===== config.mk =====
export PLATFORM = sky130hd
export DESIGN_NAME = qf_req_frontend
export DESIGN_NICKNAME = d
export VERILOG_FILES = /design/src/rtl/qf_pkg.sv /design/src/rtl/qf_fifo.sv /design/src/rtl/qf_wr_capture.sv /design/src/rtl/qf_rd_align.sv /design/src/rtl/qf_req_frontend.sv
export SDC_FILE = /design/constraint.sdc
export NUM_CORES = 1
export LEC_CHECK = 0
export ABC_CLOCK_PERIOD_IN_PS = 3400
export BUFFER_PORTS_ARGS = -buffer_cell sky130_fd_sc_hd__buf_2
export CAP_MARGIN = 20
export CORE_MARGIN = 3
export CORE_UTILIZATION = 43
export CTS_CLUSTER_DIAMETER = 100
export CTS_CLUSTER_SIZE = 30
export DETAILED_ROUTE_END_ITERATION = 8
export SLEW_MARGIN = 20
export SYNTH_ARGS = -nofsm -noshare
export SYNTH_HDL_FRONTEND = slang
export SYNTH_SLANG_ARGS = --single-unit

===== constraint.sdc =====
create_clock -name clk -period 3.4 [get_ports clk]
set_clock_uncertainty 0.1 [all_clocks]
set_input_delay 0.34 -clock clk [delete_from_list [all_inputs] [get_ports clk]]
set_output_delay 0.34 -clock clk [all_outputs]
set_load 0.01 [all_outputs]

===== src/rtl/qf_pkg.sv =====
package qf_pkg;
  typedef enum logic {
    CAP_IDLE = 1'b0,
    CAP_DATA = 1'b1
  } cap_state_e;
endpackage


===== src/rtl/qf_fifo.sv =====
module qf_fifo #(
  parameter int W     = 8,
  parameter int DEPTH = 4
) (
  input  logic         clk,
  input  logic         rst_n,
  input  logic         push,
  input  logic [W-1:0] din,
  input  logic         pop,
  output logic [W-1:0] dout,
  output logic         empty,
  output logic         full
);
  localparam int PW = $clog2(DEPTH);

  logic [W-1:0]  mem_q [DEPTH];
  logic [PW-1:0] wp_q, wp_d, rp_q, rp_d;
  logic [PW:0]   cnt_q, cnt_d;

  always_comb begin
    wp_d  = wp_q;
    rp_d  = rp_q;
    cnt_d = cnt_q;
    if (push) wp_d = wp_q + 1'b1;
    if (pop)  rp_d = rp_q + 1'b1;
    if (push && !pop) cnt_d = cnt_q + 1'b1;
    else if (pop && !push) cnt_d = cnt_q - 1'b1;
  end

  always_ff @(posedge clk or negedge rst_n) begin
    if (!rst_n) begin
      wp_q  <= '0;
      rp_q  <= '0;
      cnt_q <= '0;
    end else begin
      wp_q  <= wp_d;
      rp_q  <= rp_d;
      cnt_q <= cnt_d;
    end
  end

  always_ff @(posedge clk) begin
    if (push) mem_q[wp_q] <= din;
  end

  assign dout  = mem_q[rp_q];
  assign empty = (cnt_q == '0);
  assign full  = (cnt_q == (PW+1)'(DEPTH));

  // a full queue is never written
  a_r5_no_overflow: assert property (@(posedge clk) disable iff (!rst_n)
    push |-> !full);
  // an empty queue is never read
  a_r6_no_underflow: assert property (@(posedge clk) disable iff (!rst_n)
    pop |-> !empty);
endmodule


===== src/rtl/qf_wr_capture.sv =====
module qf_wr_capture
  import qf_pkg::*;
#(
  parameter int AW    = 20,
  parameter int DW    = 18,
  parameter int BURST = 4
) (
  input  logic                   clk,
  input  logic                   rst_n,
  input  logic                   cal_done,
  input  logic                   q_full,
  input  logic                   addr_en_n,
  input  logic                   data_en_n,
  input  logic [AW-1:0]          addr,
  input  logic [DW-1:0]          hi,
  input  logic [DW-1:0]          lo,
  output logic                   push,
  output logic [AW+BURST*DW-1:0] entry
);
  logic req_ok;
  assign req_ok = !addr_en_n && !data_en_n && cal_done && !q_full;

  generate
    if (BURST == 4) begin : g_b4
      cap_state_e    st_q, st_d;
      logic          start;
      logic [AW-1:0] a_q;
      logic [DW-1:0] h_q, l_q;

      always_comb begin
        start = (st_q == CAP_IDLE) && req_ok;
        st_d  = st_q;
        case (st_q)
          CAP_IDLE: if (start) st_d = CAP_DATA;
          CAP_DATA: st_d = CAP_IDLE;
          default:  st_d = CAP_IDLE;
        endcase
      end

      always_ff @(posedge clk or negedge rst_n) begin
        if (!rst_n) st_q <= CAP_IDLE;
        else        st_q <= st_d;
      end

      always_ff @(posedge clk) begin
        if (start) begin
          a_q <= addr;
          h_q <= hi;
          l_q <= lo;
        end
      end

      assign push  = (st_q == CAP_DATA);
      assign entry = {a_q, h_q, l_q, hi, lo};

      // a commit follows an edge with both write enables low
      a_r3_commit_after_request: assert property (@(posedge clk) disable iff (!rst_n)
        push |-> $past(!addr_en_n && !data_en_n && cal_done));
    end else begin : g_b2
      assign push  = req_ok;
      assign entry = {addr, hi, lo};
    end
  endgenerate
endmodule


===== src/rtl/qf_rd_align.sv =====
module qf_rd_align #(
  parameter int DW    = 18,
  parameter int LAT   = 16,
  parameter int BURST = 4
) (
  input  logic            clk,
  input  logic            rst_n,
  input  logic            rd_acc,
  input  logic            ret_empty,
  input  logic [2*DW+1:0] ret_word,
  output logic            ret_pop,
  output logic            rd_valid,
  output logic [DW-1:0]   rd_hi,
  output logic [DW-1:0]   rd_lo,
  output logic            rd_err_hi,
  output logic            rd_err_lo
);
  logic [LAT-1:0]  tm_q, tm_d;
  logic            slot;
  logic            val_q;
  logic [2*DW+1:0] word_q;

  assign tm_d = {tm_q[LAT-2:0], rd_acc};

  generate
    if (BURST == 4) begin : g_b4
      logic sec_q;
      always_ff @(posedge clk or negedge rst_n) begin
        if (!rst_n) sec_q <= 1'b0;
        else        sec_q <= tm_q[LAT-1];
      end
      assign slot = tm_q[LAT-1] | sec_q;

      // beats of one read come as a pair
      a_r7_beat_pair: assert property (@(posedge clk) disable iff (!rst_n)
        $rose(rd_valid) |=> rd_valid);
    end else begin : g_b2
      assign slot = tm_q[LAT-1];
    end
  endgenerate

  always_ff @(posedge clk or negedge rst_n) begin
    if (!rst_n) begin
      tm_q  <= '0;
      val_q <= 1'b0;
    end else begin
      tm_q  <= tm_d;
      val_q <= slot;
    end
  end

  always_ff @(posedge clk or negedge rst_n) begin
    if (!rst_n)    word_q <= '0;
    else if (slot) word_q <= ret_word;
  end

  assign ret_pop   = slot;
  assign rd_valid  = val_q;
  assign rd_err_hi = word_q[2*DW+1];
  assign rd_err_lo = word_q[2*DW];
  assign rd_hi     = word_q[2*DW-1:DW];
  assign rd_lo     = word_q[DW-1:0];

  // a release slot always finds a returned beat waiting
  a_r8_ret_ready: assert property (@(posedge clk) disable iff (!rst_n)
    ret_pop |-> !ret_empty);
endmodule


===== src/rtl/qf_req_frontend.sv =====
module qf_req_frontend #(
  parameter int AW        = 20,
  parameter int DW        = 18,
  parameter int BURST     = 4,
  parameter int WQ_DEPTH  = 4,
  parameter int RQ_DEPTH  = 4,
  parameter int RET_DEPTH = 16,
  parameter int RD_LAT    = 16
) (
  input  logic                clk,
  input  logic                rst_n,
  input  logic                cal_done,
  input  logic                wr_addr_en_n,
  input  logic                wr_data_en_n,
  input  logic [AW-1:0]       wr_addr,
  input  logic [DW-1:0]       wr_hi,
  input  logic [DW-1:0]       wr_lo,
  output logic                wr_full,
  input  logic                rd_en_n,
  input  logic [AW-1:0]       rd_addr,
  output logic                rd_full,
  output logic                rd_valid,
  output logic [DW-1:0]       rd_hi,
  output logic [DW-1:0]       rd_lo,
  output logic                rd_err_hi,
  output logic                rd_err_lo,
  input  logic                nop_req,
  output logic                seq_nop,
  output logic                wq_valid,
  output logic [AW-1:0]       wq_addr,
  output logic [BURST*DW-1:0] wq_data,
  input  logic                wq_pop,
  output logic                rq_valid,
  output logic [AW-1:0]       rq_addr,
  input  logic                rq_pop,
  input  logic                ret_valid,
  input  logic [DW-1:0]       ret_hi,
  input  logic [DW-1:0]       ret_lo,
  input  logic                ret_err_hi,
  input  logic                ret_err_lo
);
  localparam int EW = AW + BURST*DW;
  localparam int RW = 2*DW + 2;

  // reset: asserted asynchronously, released on the clock
  logic [1:0] rs_q;
  logic       rst_i_n;
  always_ff @(posedge clk or negedge rst_n) begin
    if (!rst_n) rs_q <= 2'b00;
    else        rs_q <= {rs_q[0], 1'b1};
  end
  assign rst_i_n = rs_q[1];

  // write path
  logic          wq_push, wq_empty, wq_full;
  logic [EW-1:0] wq_entry, wq_dout;

  qf_wr_capture #(.AW(AW), .DW(DW), .BURST(BURST)) u_cap (
    .clk(clk), .rst_n(rst_i_n), .cal_done(cal_done), .q_full(wq_full),
    .addr_en_n(wr_addr_en_n), .data_en_n(wr_data_en_n),
    .addr(wr_addr), .hi(wr_hi), .lo(wr_lo),
    .push(wq_push), .entry(wq_entry)
  );

  qf_fifo #(.W(EW), .DEPTH(WQ_DEPTH)) u_wq (
    .clk(clk), .rst_n(rst_i_n), .push(wq_push), .din(wq_entry),
    .pop(wq_pop), .dout(wq_dout), .empty(wq_empty), .full(wq_full)
  );

  assign wr_full  = wq_full;
  assign wq_valid = !wq_empty;
  assign wq_addr  = wq_dout[EW-1 -: AW];
  assign wq_data  = wq_dout[BURST*DW-1:0];

  // read path
  logic          rd_acc, racc_q, rq_empty, rq_full;
  assign rd_acc = !rd_en_n && cal_done && !rq_full && !((BURST == 4) && racc_q);

  always_ff @(posedge clk or negedge rst_i_n) begin
    if (!rst_i_n) racc_q <= 1'b0;
    else          racc_q <= rd_acc;
  end

  qf_fifo #(.W(AW), .DEPTH(RQ_DEPTH)) u_rq (
    .clk(clk), .rst_n(rst_i_n), .push(rd_acc), .din(rd_addr),
    .pop(rq_pop), .dout(rq_addr), .empty(rq_empty), .full(rq_full)
  );

  assign rd_full  = rq_full;
  assign rq_valid = !rq_empty;

  // read return buffer and fixed-latency release
  logic          ret_pop, ret_empty, ret_full;
  logic [RW-1:0] ret_word;

  qf_fifo #(.W(RW), .DEPTH(RET_DEPTH)) u_ret (
    .clk(clk), .rst_n(rst_i_n), .push(ret_valid),
    .din({ret_err_hi, ret_err_lo, ret_hi, ret_lo}),
    .pop(ret_pop), .dout(ret_word), .empty(ret_empty), .full(ret_full)
  );

  qf_rd_align #(.DW(DW), .LAT(RD_LAT), .BURST(BURST)) u_align (
    .clk(clk), .rst_n(rst_i_n), .rd_acc(rd_acc), .ret_empty(ret_empty),
    .ret_word(ret_word), .ret_pop(ret_pop), .rd_valid(rd_valid),
    .rd_hi(rd_hi), .rd_lo(rd_lo), .rd_err_hi(rd_err_hi), .rd_err_lo(rd_err_lo)
  );

  // no-operation request towards the sequencer
  logic nop_q;
  always_ff @(posedge clk or negedge rst_i_n) begin
    if (!rst_i_n) nop_q <= 1'b0;
    else          nop_q <= nop_req;
  end
  assign seq_nop = nop_q;

  // returned beats are never dropped for lack of room
  a_r8_ret_no_drop: assert property (@(posedge clk) disable iff (!rst_i_n)
    ret_valid |-> !ret_full);
endmodule


# After elaboration in Yosys (flattened, before gate mapping)
# Memories as Yosys holds them, arrays and structs flattened. A register that Yosys moved wholly into a read port is not among the register bits.
# Index checks and enable logic that the tools add are counted.
# W data, S select, Z words.
totals:
  ff_bits: 101
  ramBits: 1056
  inputBits: 124
  out_inout_bits: 156
  wordCells: 75
  n_memories: 3
mem_list:
  columns: ["memory", "words", "width", "rd", "rd_ports_with_merged_regs", "write_ports", "line_no", "source"]
  rows:
  - ["u_ret.mem_q", 16, 38, 1, 1, 1, "qf_fifo.sv:16", "logic [W-1:0] mem_q [DEPTH];"]
  - ["u_wq.mem_q", 4, 92, 1, 0, 1, "qf_fifo.sv:16", null]
  - ["u_rq.mem_q", 4, 20, 1, 0, 1, "qf_fifo.sv:16", null]
classes:
  add_sub_neg: 10
  eq_ne: 2
  muxes: 12
  bitwise_logic: 2
  n_reduce_logical: 28
ops:
  columns: ["op", "n"]
  rows:
  - ["$logic_not A1 Y1", 13]
  - ["$mux W3", 4]
  - ["$logic_and A1 B1 Y1", 11]
  - ["$add A2 B1 Y2 const B", 4]
  - ["$add A4 B1 Y4 const B", 2]
  - ["$mux W1", 7]
  - ["$add A3 B1 Y3 const B", 2]
  - ["$eq A3 B3 Y1 const B", 2]
  - ["$logic_not A3 Y1", 2]
  - ["$sub A3 B1 Y3 const B", 2]
  - ["$reduce_bool A2 Y1", 2]
  - ["$pmux W1 S2", 1]
  - ["$not A1 Y1", 1]
  - ["$or A1 B1 Y1", 1]

# Longest topological paths before layout
depth:
  depth_word: 8
  depth_mapped: 8
  depth_no_buf: 8

# Hierarchy
# From an unflattened synthesis, not the netlist that was laid out.
unflattened:
  cells_unflattened: 1877
  area_unflattened_um2: 44565.2
by_module_without_submodules:
  columns: ["mod", "instances", "cells_per_inst", "area_per_inst_um2", "seq_area_each_um2"]
  rows:
  - ["qf_fifo at u_ret", 1, 1021, 23512.6, 18582.8]
  - ["qf_fifo at u_wq", 1, 515, 13734.4, 11225.8]
  - ["qf_fifo at u_rq", 1, 138, 3283.1, 2577.5]
  - ["qf_wr_capture", 1, 95, 1989.4, 1706.6]
  - ["qf_rd_align", 1, 100, 1919.3, 1401.3]
  - ["qf_req_frontend", 1, 8, 126.4, 100.1]

# Least setup slack after synthesis
# OpenSTA, ideal clock, no wires.
synth_path:
  path_kind: "reg2reg"
  start: "register u_wq.cnt_q[2]"
  end: "register u_cap.g_b4.st_q, in the netlist u_cap.push"
  setup_time_ns: 0.686
  arrival_time_ns: 5.964
  t_required_ns: 2.614
  slack_ns: -3.349
  stages_incl_launch_ff: 3
  path_buffers: 0
  period_less_slack_ns: 6.749
  path_cell_list: "dfrtp_1 > nor3b_1 > nor4_1"
synth_between:
  elab_chain_len: 6
synth_rtl:
  columns: ["element", "line_no", "source"]
  rows:
  - ["from (decl)", "qf_fifo.sv:18", "logic [PW:0] cnt_q, cnt_d;"]
  - ["from (signal assigned)", "qf_fifo.sv:38", "cnt_q <= cnt_d;"]
  - ["$eq A3 B3 Y1", "qf_fifo.sv:48", "assign full = (cnt_q == (PW+1)'(DEPTH));"]
  - ["named net wr_full", "qf_req_frontend.sv:18", "output logic wr_full,"]
  - ["$logic_not A1 Y1", "qf_wr_capture.sv:21", "assign req_ok = !addr_en_n && !data_en_n && cal_done && !q_full;"]
  - ["$logic_and A1 B1 Y1", "qf_wr_capture.sv:21", null]
  - ["$logic_and A1 B1 Y1", "qf_wr_capture.sv:31", "start = (st_q == CAP_IDLE) && req_ok;"]
  - ["$mux W1", "qf_wr_capture.sv:34", "CAP_IDLE: if (start) st_d = CAP_DATA;"]
  - ["$pmux W1 S2", "qf_wr_capture.sv:33", "case (st_q)"]
  - ["named net u_cap.g_b4.st_d", "qf_wr_capture.sv:25", "cap_state_e st_q, st_d;"]
  - ["to (signal assigned)", "qf_wr_capture.sv:42", "else st_q <= st_d;"]
  - ["to (decl)", "qf_wr_capture.sv:25", null]
# The timed path passes the listed nets, and every way through them passes these cells.
# A chain may end at the register's enable or synchronous reset.

# Worst setup path after layout
layout_path:
  start: "register u_wq.rp_q[0]"
  end: "output wq_addr[12]"
layout_between:
  elab_chain_len: 1
layout_rtl:
  columns: ["element", "line_no", "source"]
  rows:
  - ["from (decl)", "qf_fifo.sv:17", "logic [PW-1:0] wp_q, wp_d, rp_q, rp_d;"]
  - ["from (signal assigned)", "qf_fifo.sv:37", "rp_q <= rp_d;"]
  - ["$mem_v2 Z4 W92", null, null]
  - ["to (decl)", "qf_req_frontend.sv:30", "output logic [AW-1:0] wq_addr,"]
# No other way between the ends.

==> impl_results.md <==
* Clk slew on worst S/H paths at 0.11 ns
* Clock latency at the later pin of the worst-skew pair at 0.68 ns
* Worst slew pin tran at 1.07 ns
* Unique masters post-synth at 42
* Sequential fraction of the synthesis area at 79.9%
* Setup violations, final at 0
* Final ANT Viol Nets at 0
* Synth Net Count at 2,218
* Final period utilization at 87.6%
* Total global-route track usage at 17.2%
* Setup Buffers After CTS at 0
* Status: complete, no violations
* CP Launch Type: register
* Initial Utilization at 43.5%
* Core Rows at 117
* Die Y at 327 µm
* Synth cell count leaders: 1,112 x edfxtp_1, 232 x mux2i_1, 160 x mux4_2
* Clock Root Buffer: clkbuf_16
* Largest cells by area after synthesis: edfxtp_1 75%, mux4_2 8.1%, mux2i_1 5.2%
* Crit Path Class: reg -> out
* DP HPWL at 54,500 µm
* Setup TNS Final at 0 ns
* Leak Pwr at 17.0 nW
* Final worst slack at 0.421 ns
* Share of cells above drive strength 1 at 23.8%
* Die width at 327 µm
* Int Pwr at 0.0251 W
* Syn-to-layout area delta at 14.0%
* Fin. Hold Viols at 0
* Endpoint class of the critical path: output port
* Max-slew headroom at 28.5%
* Peak Freq at 336 MHz
* Mapped Cells at 2,077
* Ys async rst share at 6.87%
* Clk sinks at 1,194
* Vias per inst at 5.36
* Crit path max fanout at 38
* Die ar. at 107,000 µm²
* Post-DP Area at 47,800 µm²
* Most frequent cell after synthesis: edfxtp_1
* Pre-CTS setup slack at 0.860 ns
* CP required at 2.96 ns
* Syn Std Cell Area at 44,400 µm²
* Clk buf depth at 3
* Syn. warnings at 0
* Total CTS buffers at 47
* Via count at 21,000
* Fin crit period at 2.98 ns
* Routability Congestion at 0.739
* First-pass DRT Iterations at 5
* Net Switching at 0.0112 W
* Post-synth EDFFs at 1,112
* GR Overflow Total at 0
* Switch share at 30.8%
* Comb pwr share at 29.0%
* Port bufs at 279
* First-pass GRT wire length at 139,000 µm
* Residual DRC count at 0
* Post_cts resized at 0
* Total power at 0.0363 W
* Register share of total power at 51.2%
* Dominant synthesized flop cell: edfxtp_1
* Core ar. at 102,000 µm²
* Yosys top cell by area: edfxtp_1
* Slew Limit Fails at 0
* Initial DRC count at 1,862
* Max_cap viols at 0
* Worst hold path class: in -> reg
* Nets@finish at 2,637
* Post-synthesis register bit count at 1,194
* Syn avg cell area at 21.4 µm²
* Critical path arrival at 2.54 ns
* Final instance area at 50,600 µm²
* Final WL at 92,800 µm
* Post-synth top area share at 75.3%
* # H-tree levels at 2
* RSZ-0062 raised after global routing: no
* PD cells at 717 nW/µm²
* # fillers at 8,253
* TritonCTS clock tree: yes
* Routed length per instance at 23.7 µm
* IO Pins at 280
* Clock share of power at 19.8%
* Vias in the first global route at 21,700
* Largest net degree at the start of global routing at 69
* Initial antenna violation count at 11
* VDD IR-drop max at 0.492 mV
[path summary, 6_finish.rpt]
kind	start	end	slack (ns)	cells past startpoint
min in group asynchronous	rs_q[1]	u_wq.cnt_q[0]	0.23	0
min reg2reg	rs_q[1]	u_wq.cnt_q[0]	0.23	0
max in group asynchronous	rs_q[1]	u_align.word_q[2]	2.14	1
max reg2reg	u_rq.cnt_q[2]	u_rq.cnt_q[2]	0.88	8
max	u_wq.rp_q[0]	wq_addr[12]	0.42	3
min	cal_done	u_rq.wp_q[0]	0.06	3
[layer usage]
layer | up-vias | part of all wire [%] | global-route usage [%]
met5 | - | 0.023 | 0
met2 | 534 | 49 | 28.5
met1 | 11100 | 43 | 24.0
met3 | 99 | 5.7 | 2.93
met4 | 4 | 1.9 | 3.94
li1 | 9227 | - | -
[metrics by stage]
step | hold WS, ns | util, % | cells
after floorplan | -0.0556 | - | 2077
after global placement | 0.0254 | 46.9 | 3692
after detailed placement | 0.0288 | 46.9 | 3692
after CTS | 0.00313 | 49.5 | 3902
after global routing | 0.0409 | 49.6 | 3904
final | 0.0604 | 49.6 | 3911
[flip-flops by register name (all words and copies together) (netlist names), 16 cells and up]
name,count
u_ret.mem_q,608
u_cap.g_b4.l_q,18
u_rq.mem_q,80
u_cap.g_b4.a_q,20
u_align.word_q,38
u_cap.g_b4.h_q,18
u_wq.mem_q,368
u_align.tm_q,16
[area by class of cell]
cell class / count / area [µm²] / area share [%]
antenna: 9 / 22.5 / 0.0445
clock buffer: 81 / 1360 / 2.68
clock inverter: 6 / 124 / 0.245
inverter: 11 / 41.3 / 0.0816
multi-input combinational: 768 / 8420 / 16.6
sequential: 1194 / 35500 / 70.1
tap: 1368 / 1710 / 3.38
timing repair buffer: 474 / 3440 / 6.81
[kinds of logic (layout without fill, tap and decap cells)]
| group | Yosys count | in the layout | synth area share, % |
|---|---|---|---|
| AOI/OAI and AO/OA | 184 | 184 | 2.63 |
| buffers and inverters | 115 | 572 | 1.50 |
| DFF | 1194 | 1194 | 79.9 |
| muxes | 394 | 394 | 13.4 |
| xor gates and xnor gates | 18 | 18 | 0.355 |
| other | 1 | 10 | 0.00845 |
| adders and majority gates | 17 | 17 | 0.513 |
| and+or+nand+nor | 154 | 154 | 1.67 |
[cell usage in the layout, fill, tap and decap left out, drive strengths merged, types with 24 or more instances in the layout]
cell type / n
a21oi: 28
a22oi: 28
and2: 33
buf: 351
clkbuf: 81
dfrtp: 82
dlygate4sd3: 123
edfxtp: 1112
mux2i: 232
mux4: 160
nand2: 68
o21ai: 42
o22ai: 48
o31ai: 24
[worst max-delay path: stages (launching register included)]
cell	delay [ns]
dfrtp_4	0.70
buf_12	0.35
mux4_2	0.59
buf_2	0.17
[power groups by stage]
| stage | clock network [W] | logic (W) | registers (W) |
|---|---|---|---|
| 3_5_place_dp | 0 | 0.0106 | 0.0189 |
| 6_report | 0.00719 | 0.0105 | 0.0186 |
| 4_1_cts | 0.00744 | 0.0107 | 0.0186 |
| 5_1_grt | 0.00795 | 0.0114 | 0.0187 |
| 3_3_place_gp | 0 | 0.0105 | 0.0189 |
| 2_1_floorplan | 0 | 0.00728 | 0.0184 |
[timing repair]
item	CTS	global route
hold buffers	123	0
endpoints found under the setup margin	0	0
endpoints found under the hold margin	902	0
Power figures use the tool's default switching activity.
